--- src/rtl/pcpu_pkg.sv ---
package pcpu_pkg;

   typedef enum logic [1:0] {
      ST_FETCH1,
      ST_FETCH2,
      ST_POINTER,
      ST_OPERAND
   } cpu_state_e;

   typedef enum logic [1:0] {
      CL_SHORT,
      CL_MEMREF,
      CL_BRANCH,
      CL_SKIP
   } instr_class_e;

   typedef enum logic [1:0] {
      FN_LOAD,
      FN_AND,
      FN_SHL
   } alu_fn_e;

   // bit order matches the one-hot branch select: [0]=n [1]=z [2]=c [3]=v
   typedef struct packed {
      logic v;
      logic c;
      logic z;
      logic n;
   } flags_t;

   localparam int NUM_FLAGS = 4;

   localparam logic [2:0] OPC_LOAD  = 3'b000;
   localparam logic [2:0] OPC_AND   = 3'b001;
   localparam logic [2:0] OPC_JUMP  = 3'b100;
   localparam logic [2:0] OPC_STORE = 3'b101;

   localparam logic [3:0] GRP_SHORT  = 4'hE;
   localparam logic [3:0] GRP_BRANCH = 4'hF;
   localparam logic [3:0] SHORT_SHL  = 4'h8;

endpackage

--- src/rtl/pcpu_decode.sv ---
module pcpu_decode
   import pcpu_pkg::*;
#(
   parameter int PAGE_W = 4
) (
   input  logic [7:0]          byte_i,
   output instr_class_e        klass_o,
   output logic [2:0]          op_o,
   output logic                ind_o,
   output logic [PAGE_W-1:0]   page_o,
   output logic                shl_o,
   output logic [NUM_FLAGS-1:0] br_sel_o
);

   logic [3:0] grp;
   logic [3:0] low;

   assign grp = byte_i[7:4];
   assign low = byte_i[3:0];

   always_comb begin
      op_o   = byte_i[7:5];
      ind_o  = byte_i[4];
      page_o = byte_i[PAGE_W-1:0];
      shl_o  = (grp == GRP_SHORT) && (low == SHORT_SHL);

      unique case (low)
         4'b0000: br_sel_o = 4'b0001;
         4'b0010: br_sel_o = 4'b0010;
         4'b0100: br_sel_o = 4'b0100;
         4'b1000: br_sel_o = 4'b1000;
         default: br_sel_o = 4'b0000;
      endcase

      if (grp == GRP_SHORT) begin
         klass_o = CL_SHORT;
      end else if (grp == GRP_BRANCH) begin
         klass_o = (br_sel_o != '0) ? CL_BRANCH : CL_SKIP;
      end else begin
         unique case (byte_i[7:5])
            OPC_LOAD, OPC_AND, OPC_JUMP, OPC_STORE: klass_o = CL_MEMREF;
            default:                                klass_o = CL_SKIP;
         endcase
      end
   end

endmodule

--- src/rtl/pcpu_cond.sv ---
module pcpu_cond
   import pcpu_pkg::*;
(
   input  flags_t               flg_i,
   input  logic [NUM_FLAGS-1:0] sel_i,
   output logic                 taken_o
);

   logic [NUM_FLAGS-1:0] flg_vec;
   logic [NUM_FLAGS-1:0] hit;

   assign flg_vec = flg_i;

   for (genvar gi = 0; gi < NUM_FLAGS; gi++) begin : g_hit
      assign hit[gi] = sel_i[gi] & flg_vec[gi];
   end

   assign taken_o = |hit;

endmodule

--- src/rtl/pcpu_alu.sv ---
module pcpu_alu
   import pcpu_pkg::*;
#(
   parameter int DATA_W = 8
) (
   input  alu_fn_e             fn_i,
   input  logic [DATA_W-1:0]   acc_i,
   input  logic [DATA_W-1:0]   opnd_i,
   input  logic                c_i,
   input  logic                v_i,
   output logic [DATA_W-1:0]   res_o,
   output flags_t              flg_o
);

   localparam int MSB = DATA_W - 1;

   always_comb begin
      flg_o.c = c_i;
      flg_o.v = v_i;
      unique case (fn_i)
         FN_AND:  res_o = acc_i & opnd_i;
         FN_SHL: begin
            res_o   = {acc_i[MSB-1:0], 1'b0};
            flg_o.c = acc_i[MSB];
            flg_o.v = acc_i[MSB] ^ acc_i[MSB-1];
         end
         default: res_o = opnd_i;
      endcase
      flg_o.n = res_o[MSB];
      flg_o.z = (res_o == '0);
   end

endmodule

--- src/rtl/pcpu_core.sv ---
module pcpu_core
   import pcpu_pkg::*;
#(
   parameter  int DATA_W  = 8,
   parameter  int PAGE_W  = 4,
   parameter  bit HALT_EN = 1'b1,
   localparam int AW      = PAGE_W + DATA_W
) (
   input  logic              clk,
   input  logic              rst,
   output logic              mem_rd,
   output logic              mem_wr,
   output logic [AW-1:0]     mem_addr,
   output logic [DATA_W-1:0] mem_wdata,
   input  logic [DATA_W-1:0] mem_rdata,
   output logic              halt
);

   if (DATA_W != 8) begin : g_bad_data_w
      $error("pcpu_core: instruction encoding needs DATA_W == 8");
   end
   if (PAGE_W < 1 || PAGE_W > 4) begin : g_bad_page_w
      $error("pcpu_core: page field must be 1 to 4 bits");
   end

   cpu_state_e          state_q;
   logic [AW-1:0]       pc_q;
   logic [AW-1:0]       ia_q;
   logic [DATA_W-1:0]   ir_q;
   logic [DATA_W-1:0]   off_q;
   logic [DATA_W-1:0]   acc_q;
   flags_t              flg_q;
   logic                halt_q;

   logic [DATA_W-1:0]   dec_byte;
   instr_class_e        klass;
   logic [2:0]          op;
   logic                ind;
   logic [PAGE_W-1:0]   page;
   logic                shl;
   logic [NUM_FLAGS-1:0] br_sel;
   logic                taken;

   alu_fn_e             alu_fn;
   logic [DATA_W-1:0]   alu_res;
   flags_t              alu_flg;
   logic                acc_we;

   logic [AW-1:0]       oper_addr;
   logic [AW-1:0]       pc_inc;
   logic [AW-1:0]       jmp_tgt;
   logic [AW-1:0]       br_tgt;
   logic                jmp_fire;

   // first byte is decoded straight off the bus while it is fetched
   assign dec_byte = (state_q == ST_FETCH1) ? mem_rdata : ir_q;

   pcpu_decode #(.PAGE_W(PAGE_W)) u_decode (
      .byte_i   (dec_byte),
      .klass_o  (klass),
      .op_o     (op),
      .ind_o    (ind),
      .page_o   (page),
      .shl_o    (shl),
      .br_sel_o (br_sel)
   );

   pcpu_cond u_cond (
      .flg_i   (flg_q),
      .sel_i   (br_sel),
      .taken_o (taken)
   );

   always_comb begin
      if (state_q == ST_FETCH1)  alu_fn = FN_SHL;
      else if (op == OPC_AND)    alu_fn = FN_AND;
      else                       alu_fn = FN_LOAD;
   end

   pcpu_alu #(.DATA_W(DATA_W)) u_alu (
      .fn_i   (alu_fn),
      .acc_i  (acc_q),
      .opnd_i (mem_rdata),
      .c_i    (flg_q.c),
      .v_i    (flg_q.v),
      .res_o  (alu_res),
      .flg_o  (alu_flg)
   );

   assign oper_addr = {page, off_q};
   assign pc_inc    = pc_q + 1'b1;
   assign jmp_tgt   = {page, mem_rdata};
   assign br_tgt    = {pc_q[AW-1:DATA_W], mem_rdata};

   assign acc_we = ((state_q == ST_FETCH1) && (klass == CL_SHORT) && shl) ||
                   ((state_q == ST_OPERAND) && (op != OPC_STORE));

   assign jmp_fire = (op == OPC_JUMP) &&
                     (((state_q == ST_FETCH2) && (klass == CL_MEMREF) && !ind) ||
                      (state_q == ST_POINTER));

   // bus drive: exactly one strobe per cycle
   always_comb begin
      mem_rd   = 1'b0;
      mem_wr   = 1'b0;
      mem_addr = pc_q;
      unique case (state_q)
         ST_FETCH1, ST_FETCH2: mem_rd = 1'b1;
         ST_POINTER: begin
            mem_rd   = 1'b1;
            mem_addr = oper_addr;
         end
         default: begin
            mem_addr = oper_addr;
            if (op == OPC_STORE) mem_wr = 1'b1;
            else                 mem_rd = 1'b1;
         end
      endcase
   end

   assign mem_wdata = acc_q;

   always_ff @(posedge clk) begin
      if (rst) begin
         state_q <= ST_FETCH1;
         pc_q    <= '0;
         ia_q    <= '0;
         ir_q    <= '0;
         off_q   <= '0;
         acc_q   <= '0;
         flg_q   <= '0;
      end else begin
         if (acc_we) begin
            acc_q <= alu_res;
            flg_q <= alu_flg;
         end
         unique case (state_q)
            ST_FETCH1: begin
               ir_q    <= mem_rdata;
               ia_q    <= pc_q;
               pc_q    <= pc_inc;
               state_q <= (klass == CL_SHORT) ? ST_FETCH1 : ST_FETCH2;
            end
            ST_FETCH2: begin
               off_q   <= mem_rdata;
               state_q <= ST_FETCH1;
               if (jmp_fire)                            pc_q <= jmp_tgt;
               else if ((klass == CL_BRANCH) && taken)  pc_q <= br_tgt;
               else                                     pc_q <= pc_inc;
               if (klass == CL_MEMREF) begin
                  if (ind)                  state_q <= ST_POINTER;
                  else if (op != OPC_JUMP)  state_q <= ST_OPERAND;
               end
            end
            ST_POINTER: begin
               off_q <= mem_rdata;
               if (jmp_fire) begin
                  pc_q    <= jmp_tgt;
                  state_q <= ST_FETCH1;
               end else begin
                  state_q <= ST_OPERAND;
               end
            end
            default: state_q <= ST_FETCH1;
         endcase
      end
   end

   if (HALT_EN) begin : g_halt
      always_ff @(posedge clk) begin
         if (rst)                                halt_q <= 1'b0;
         else if (jmp_fire && (jmp_tgt == ia_q)) halt_q <= 1'b1;
      end
   end else begin : g_no_halt
      assign halt_q = 1'b0;
   end

   assign halt = halt_q;

endmodule

--- config.mk ---
export PLATFORM = sky130hd
export DESIGN_NAME = pcpu_core
export DESIGN_NICKNAME = d
export VERILOG_FILES = /design/src/rtl/pcpu_pkg.sv /design/src/rtl/pcpu_decode.sv /design/src/rtl/pcpu_cond.sv /design/src/rtl/pcpu_alu.sv /design/src/rtl/pcpu_core.sv
export SDC_FILE = /design/constraint.sdc
export NUM_CORES = 1
export LEC_CHECK = 0
export BUFFER_PORTS_ARGS = -buffer_cell sky130_fd_sc_hd__buf_2
export CAP_MARGIN = 20
export CORE_MARGIN = 1
export CORE_UTILIZATION = 53
export DETAILED_ROUTE_END_ITERATION = 6
export PLACE_DENSITY = 0.85
export SYNTH_ARGS = -nofsm -noshare
export SYNTH_HDL_FRONTEND = slang
export SYNTH_SLANG_ARGS = --single-unit
--- constraint.sdc ---
create_clock -name clk -period 3.1 [get_ports clk]
set_clock_uncertainty 0.05 [all_clocks]
set_input_delay 0.93 -clock clk [delete_from_list [all_inputs] [get_ports clk]]
set_output_delay 0.93 -clock clk [all_outputs]
set_load 0.01 [all_outputs]
==> reports/qor.yml, run 1 <==
cts:
  htree_levels: 2
  numCtsBuffers: 5
  cts_hold_buf: 0
  clock_latency_ns: 0.31
  cts_tree: "done"
  path_clk_slew_ns: 0.10
  post-cts-setup-buffers: 0
  clk_path_buf_depth: 2
  cts-root-buf: "clkbuf_8"
  cts.sinks: 54
grt:
  antenna_found_initial: 0
  grtUsageTotal_pct: 26.5
  grt_max_degree: 45
  overflow: 0
  grt_pass1_vias: 2619
  grt_first_pass_wirelength_mm: 12.8
timing:
  report.final.slew_viol_count: 0
  worst_slack_ns: 0.131
  hold_viol_final: 0
  period_needed_ns: 2.97
  relSlewSlack_pct: 47.4
  hold_slack_ns: 0.453
  clock.fmax_mhz: 337
  setup_viol: 0
  finalCritPeriodShare_pct: 95.8
  worst_pin_slew_ns: 0.789
  tns_ns: 0
  grt_setup_unrepaired: "false"
floorplanning:
  row_count: 27
  fp.dieW_microns: 78.9
  ioPinCount: 33
  dieArea_sq_um: 6230
  coreArea_sq_um: 5610
  start_util_pct: 55.9
  die_height_microns: 78.9
synthesis:
  yosys.area.top_type: "dfxtp_1"
  synthCells: 356
  synth_edf_count: 0
  synth_seq_area_share_pct: 34.5
  yosysWarnings: 0
  synth_area_leaders: "dfxtp_1 34%, mux2i_1 11%, nor2_1 6.5%"
  synth.net_count: 373
  yosys.area.top_type_share_pct: 34.5
  ys_seq_elements: 54
  synth.distinct_cells: 57
  async_reset_ff_share_pct: 0
  synth_area_sq_um: 3130
  synth_flop_cell: "dfxtp_1"
  avgSynthCellArea_sq_um: 8.80
placement:
  io_buffers: 32
  dp_worst_setup_slack_ns: 0.0390
  gp_congestion: 0.880
  dpl.hpwl_mm: 5.68
routing:
  routed-via-count: 2856
  drt_iter0_drc: 212
  wl_mm: 8.01
  routed_via_density: 6.18
  post_drt_wl_per_cell_microns: 17.3
  drc: 0
  detail-route-antenna-nets: 0
  dr.pass1.iters: 5
final_layout:
  area_delta_synth_final_pct: 13.9
  nets: 406
  final_common_cell: "dfxtp_1"
  final_cell_mix: "53 x dfxtp_1, 52 x nor2_1, 33 x mux2i_1"
  n_antenna_cell: 0
  final_core_util_pct: 63.7
  drive_above_1_share_pct: 22.1
worst_setup_path:
  critPathMaxFanout: 18
  critical_path_arrival_ns: 1.99
  startpoint_type: "flop"
  required_ns: 2.12
  critical_path_class: "flop to output port"
  r2r_slack_ns: 0.29
  endpoint_kind: "output port"
power:
  pwr_density_cell_nw_per_um2: 902
  p_leak_nw: 1.47
  power_mw: 3.22
  vdd_ir_drop_max_mv: 0.495
outcome:
  outcome: "complete, no violations"
hold_path:
  hp-class: "flop to flop"
flow_run:
  max_cap_violations: 0
==> layer usage <==
| layer | vias up | routed length [microns] | GRT usage (%) |
|---|---|---|---|
| met5 | - | 0 | 0 |
| met4 | 0 | 110 | 8.91 |
| met3 | 16 | 665 | 3.91 |
| met2 | 142 | 3780 | 43.5 |
| met1 | 1348 | 3460 | 35.5 |
| li1 | 1350 | - | - |
==> synth_stat cells (2+ instances only) <==
cell type  count
buf_2          6
nand2b_1       6
o2bb2ai_1      4
a21oi_1       14
xor2_1        11
nor2_1        54
a22o_1         2
nand2_1       15
nor4_1         6
a31oi_1        5
mux2i_1       35
o311ai_0       7
a211oi_1       2
o21ai_1        4
mux2_2        12
nor4b_1        2
a32oi_1        4
nor3b_1        2
buf_6          2
and3_1         4
xnor2_1        5
inv_1         17
nand3_1       10
buf_1          4
nor4bb_1       2
clkbuf_1      10
or4_1          2
o211ai_1       3
nor3_1         5
dfxtp_1       54
o21ai_0       12
o32ai_1        4
ha_1           7
==> final cells by class <==
cell class              count  area [sq um]
fillers                   472          2040
flip-flops and latches     54          1080
repair buffers             49           318
inverters                  17          63.8
clock buffers               6          82.6
well taps                  72          90.1
multi-input cells         262          1920
clock inverters             2          16.3
==> cell families (layout without fill, tap and decap cells) <==
family / count (synthesis) / count (layout) / synth area share, %
AOI/OAI and AO/OA: 76 / 76 / 18.5
xor gates and xnor gates: 16 / 16 / 4.47
adders and majority gates: 7 / 7 / 2.79
buffers and inverters: 40 / 74 / 5.63
DFF: 54 / 54 / 34.5
muxes: 50 / 50 / 17.0
and+or+nand+nor: 113 / 113 / 17.1
==> worst max-delay path, stage by stage, from the launching register on <==
cell and delay (ns):
dfxtp_2 0.35, inv_1 0.11, ha_4 0.20, buf_12 0.18, mux2i_2 0.28, nor2_2 0.08, and2_1 0.20, nand2_1 0.10
inv_1 0.04, buf_2 0.13
==> worst paths after layout <==
check | start | to | cells past startpoint
worst max-delay path | state_q[0]$_SDFF_PP0_ | mem_wr | 9
worst max register to register | state_q[0]$_SDFF_PP0_ | pc_q[5]$_SDFFE_PP0P_ | 10
worst min register to register | off_q[6]$_SDFFE_PP0N_ | off_q[6]$_SDFFE_PP0N_ | 2
worst min-delay path | off_q[6]$_SDFFE_PP0N_ | off_q[6]$_SDFFE_PP0N_ | 2
==> power by group <==
part	leakage, nW	switching (mW)	internal (mW)
Combinational	0.987	1.02	0.819
Clock	0.0478	0.238	0.184
Sequential	0.440	0.138	0.821
==> registers in the layout, summed over array words and instances, names as in the netlist <==
register   count
state_q        2
halt           1
off_q          8
pc_q          12
mem_wdata      8
ir_q           8
ia_q          12
flg_q          3
==> stage by stage <==
| step | cell area, sq um | instances |
|---|---|---|
| 2_1_floorplan | 3130 | 356 |
| 3_3_place_gp | 3410 | 453 |
| 3_5_place_dp | 3410 | 453 |
| 4_1_cts | 3510 | 461 |
| 5_1_grt | 3570 | 462 |
| 6_report | 3570 | 462 |
==> repair_timing <==
action                                 in CTS  in global routing
gates resized for setup                     2                  7
cloned                                      0                  1
setup endpoints to repair                  12                  4
endpoints found under the hold margin       0                  0
(Power assumes the default switching activity.)
==> run 2, diff against run 1 <==
clock period = 2.4 ns   (was 3.1 ns; I/O delays follow)
==> reports/qor.yml, run 2 (synthesis results as in run 1) <==
final_layout:
  nets: 469
  final_cell_mix: "63 x buf_4, 52 x dfxtp_1, 50 x nor2_1"
  drive_above_1_share_pct: 41.9
  n_antenna_cell: 0
  final_common_cell: "buf_4"
  area_delta_synth_final_pct: 46.9
  top_regs: "ia_q (12), pc_q (12)"
  final_core_util_pct: 82.1
  layout.cells.non_filler: 525
floorplanning:
  dieArea_sq_um: 6230
  fp.dieW_microns: 78.9
  ioPinCount: 33
  start_util_pct: 55.9
  coreArea_sq_um: 5610
  die_height_microns: 78.9
  row_count: 27
routing:
  drc: 32
  wl_mm: 15.6
  routed-via-count: 3960
  detail-route-antenna-nets: 0
  drt_iter0_drc: 938
  dr.pass1.iters: 7
  routed_via_density: 7.54
  post_drt_wl_per_cell_microns: 29.7
timing:
  hold_slack_ns: 0.487
  worst_slack_ns: -0.632
  tns_ns: -10.41
  clock.fmax_mhz: 330
  relSlewSlack_pct: 58.7
  hold_viol_final: 0
  worst_pin_slew_ns: 0.619
  setup_viol: 30
  grt_setup_unrepaired: "true"
  finalCritPeriodShare_pct: 126
  period_needed_ns: 3.03
  report.final.slew_viol_count: 0
power:
  p_leak_nw: 1.91
  swShare_pct: 45.2
  seqPwrFrac_pct: 20.6
  pwr_density_cell_nw_per_um2: 1370
  combPwrFrac_pct: 68.2
  clkPwrFrac_pct: 11.2
  vdd_ir_drop_max_mv: 0.916
  p_switching_mw: 2.86
  internal_power_mw: 3.46
  power_mw: 6.33
grt:
  grtUsageTotal_pct: 42.6
  grt_first_pass_wirelength_mm: 19.7
  use_met2_pct: 67.7
  top_usage_layer: "met2"
  grt_use_met3_pct: 10.6
  overflow: 0
  grt_pass1_vias: 3647
  grt_max_degree: 28
  gr-usage-met1_pct: 48.8
  antenna_found_initial: 0
worst_setup_path:
  required_ns: 2.54
  path_buf_inv: 2
  critical_path_class: "flop to flop"
  cpPeakStageDelay_ns: 0.51
  startpoint_type: "flop"
  cpLargestDelayFamily: "compound AO/OA/AOI/OAI gates"
  endpoint_kind: "flop"
  critPathMaxFanout: 8
  critical_path_arrival_ns: 3.18
  cp_num_cells: 10
  cpMaxStageDelayCell: "nor3_1"
  reg2reg_depth: 10
  worstPathCellList: "inv_2 > ha_4 > buf_6 > nor3_1 > o211ai_1 > a31oi_2 > o21ai_4 > a31o_4 > a32oi_2 > a31oi_1"
placement:
  dpl.hpwl_mm: 6.77
  gp_congestion: 0.903
  post-place-cells: 492
  io_buffers: 32
outcome:
  violations: "DRC, setup timing"
  outcome: "complete, but fails checks"
cts:
  path_clk_slew_ns: 0.11
  cts-root-buf: "clkbuf_8"
  clock_latency_ns: 0.34
  cts.sinks: 54
  numCtsBuffers: 5
  cts_tree: "done"
  cts_hold_buf: 0
  htree_levels: 2
  clk_path_buf_depth: 2
hold_path:
  hold_depth: 2
  hp-class: "flop to flop"
flow_run:
  max_cap_violations: 0
run 2: metal layers:
layer / part of all wire, % / vias up / wire length [microns]
li1: - / 1484 / -
met1: 32 / 1741 / 4940
met2: 40 / 518 / 6290
met3: 16 / 217 / 2430
met4: 12 / 0 / 1900
met5: 0 / - / 0
run 2: layout make-up:
cell class / count / area [sq um]
Clock buffer: 6 / 82.6
Inverter: 17 / 63.8
Sequential cell: 54 / 1080
Clock inverter: 2 / 38.8
Tap cell: 72 / 90.1
Fill cell: 266 / 1000
Multi-Input combinational cell: 262 / 2280
Timing Repair Buffer: 112 / 963
run 2: path summary, 6_finish.rpt:
| kind | start | to | slack, ns |
|---|---|---|---|
| max | state_q[0]$_SDFF_PP0_ | pc_q[5]$_SDFFE_PP0P_ | -0.63 |
| min | off_q[4]$_SDFFE_PP0N_ | off_q[4]$_SDFFE_PP0N_ | 0.49 |
| max reg2reg | state_q[0]$_SDFF_PP0_ | pc_q[5]$_SDFFE_PP0P_ | -0.63 |
| min reg2reg | off_q[4]$_SDFFE_PP0N_ | off_q[4]$_SDFFE_PP0N_ | 0.49 |
run 2: per-stage QoR:
| stage | setup slack (ns) | cell area, sq um |
|---|---|---|
| 3_5_place_dp | -0.231 | 3780 |
| 3_3_place_gp | -0.139 | 3780 |
| 2_1_floorplan | -0.0118 | 3260 |
| 4_1_cts | -0.179 | 4450 |
| 6_report | -0.632 | 4610 |
| 5_1_grt | -0.820 | 4610 |
run 2: timing repair:
action | 4_1_cts | 5_1_grt
pin swaps | 22 | 14
setup endpoints to repair | 26 | 37
cloned | 1 | 0
resized for setup | 63 | 35
setup buffers | 22 | 4
run 2: power groups by stage:
| stage | clock [mW] | sequential, mW | combinational [mW] |
|---|---|---|---|
| 2_1_floorplan | 0 | 1.19 | 1.81 |
| 3_3_place_gp | 0 | 1.23 | 2.58 |
| 3_5_place_dp | 0 | 1.25 | 2.67 |
| 4_1_cts | 0.667 | 1.24 | 3.64 |
| 5_1_grt | 0.737 | 1.30 | 4.37 |
| 6_report | 0.709 | 1.30 | 4.32 |
run 2: worst reg2reg max path, cell delays in order (launching register included):
cell	delay, ns
dfxtp_2	0.36
inv_2	0.05
ha_4	0.22
buf_6	0.17
nor3_1	0.51
o211ai_1	0.25
a31oi_2	0.39
o21ai_4	0.15
a31o_4	0.31
a32oi_2	0.28
a31oi_1	0.14
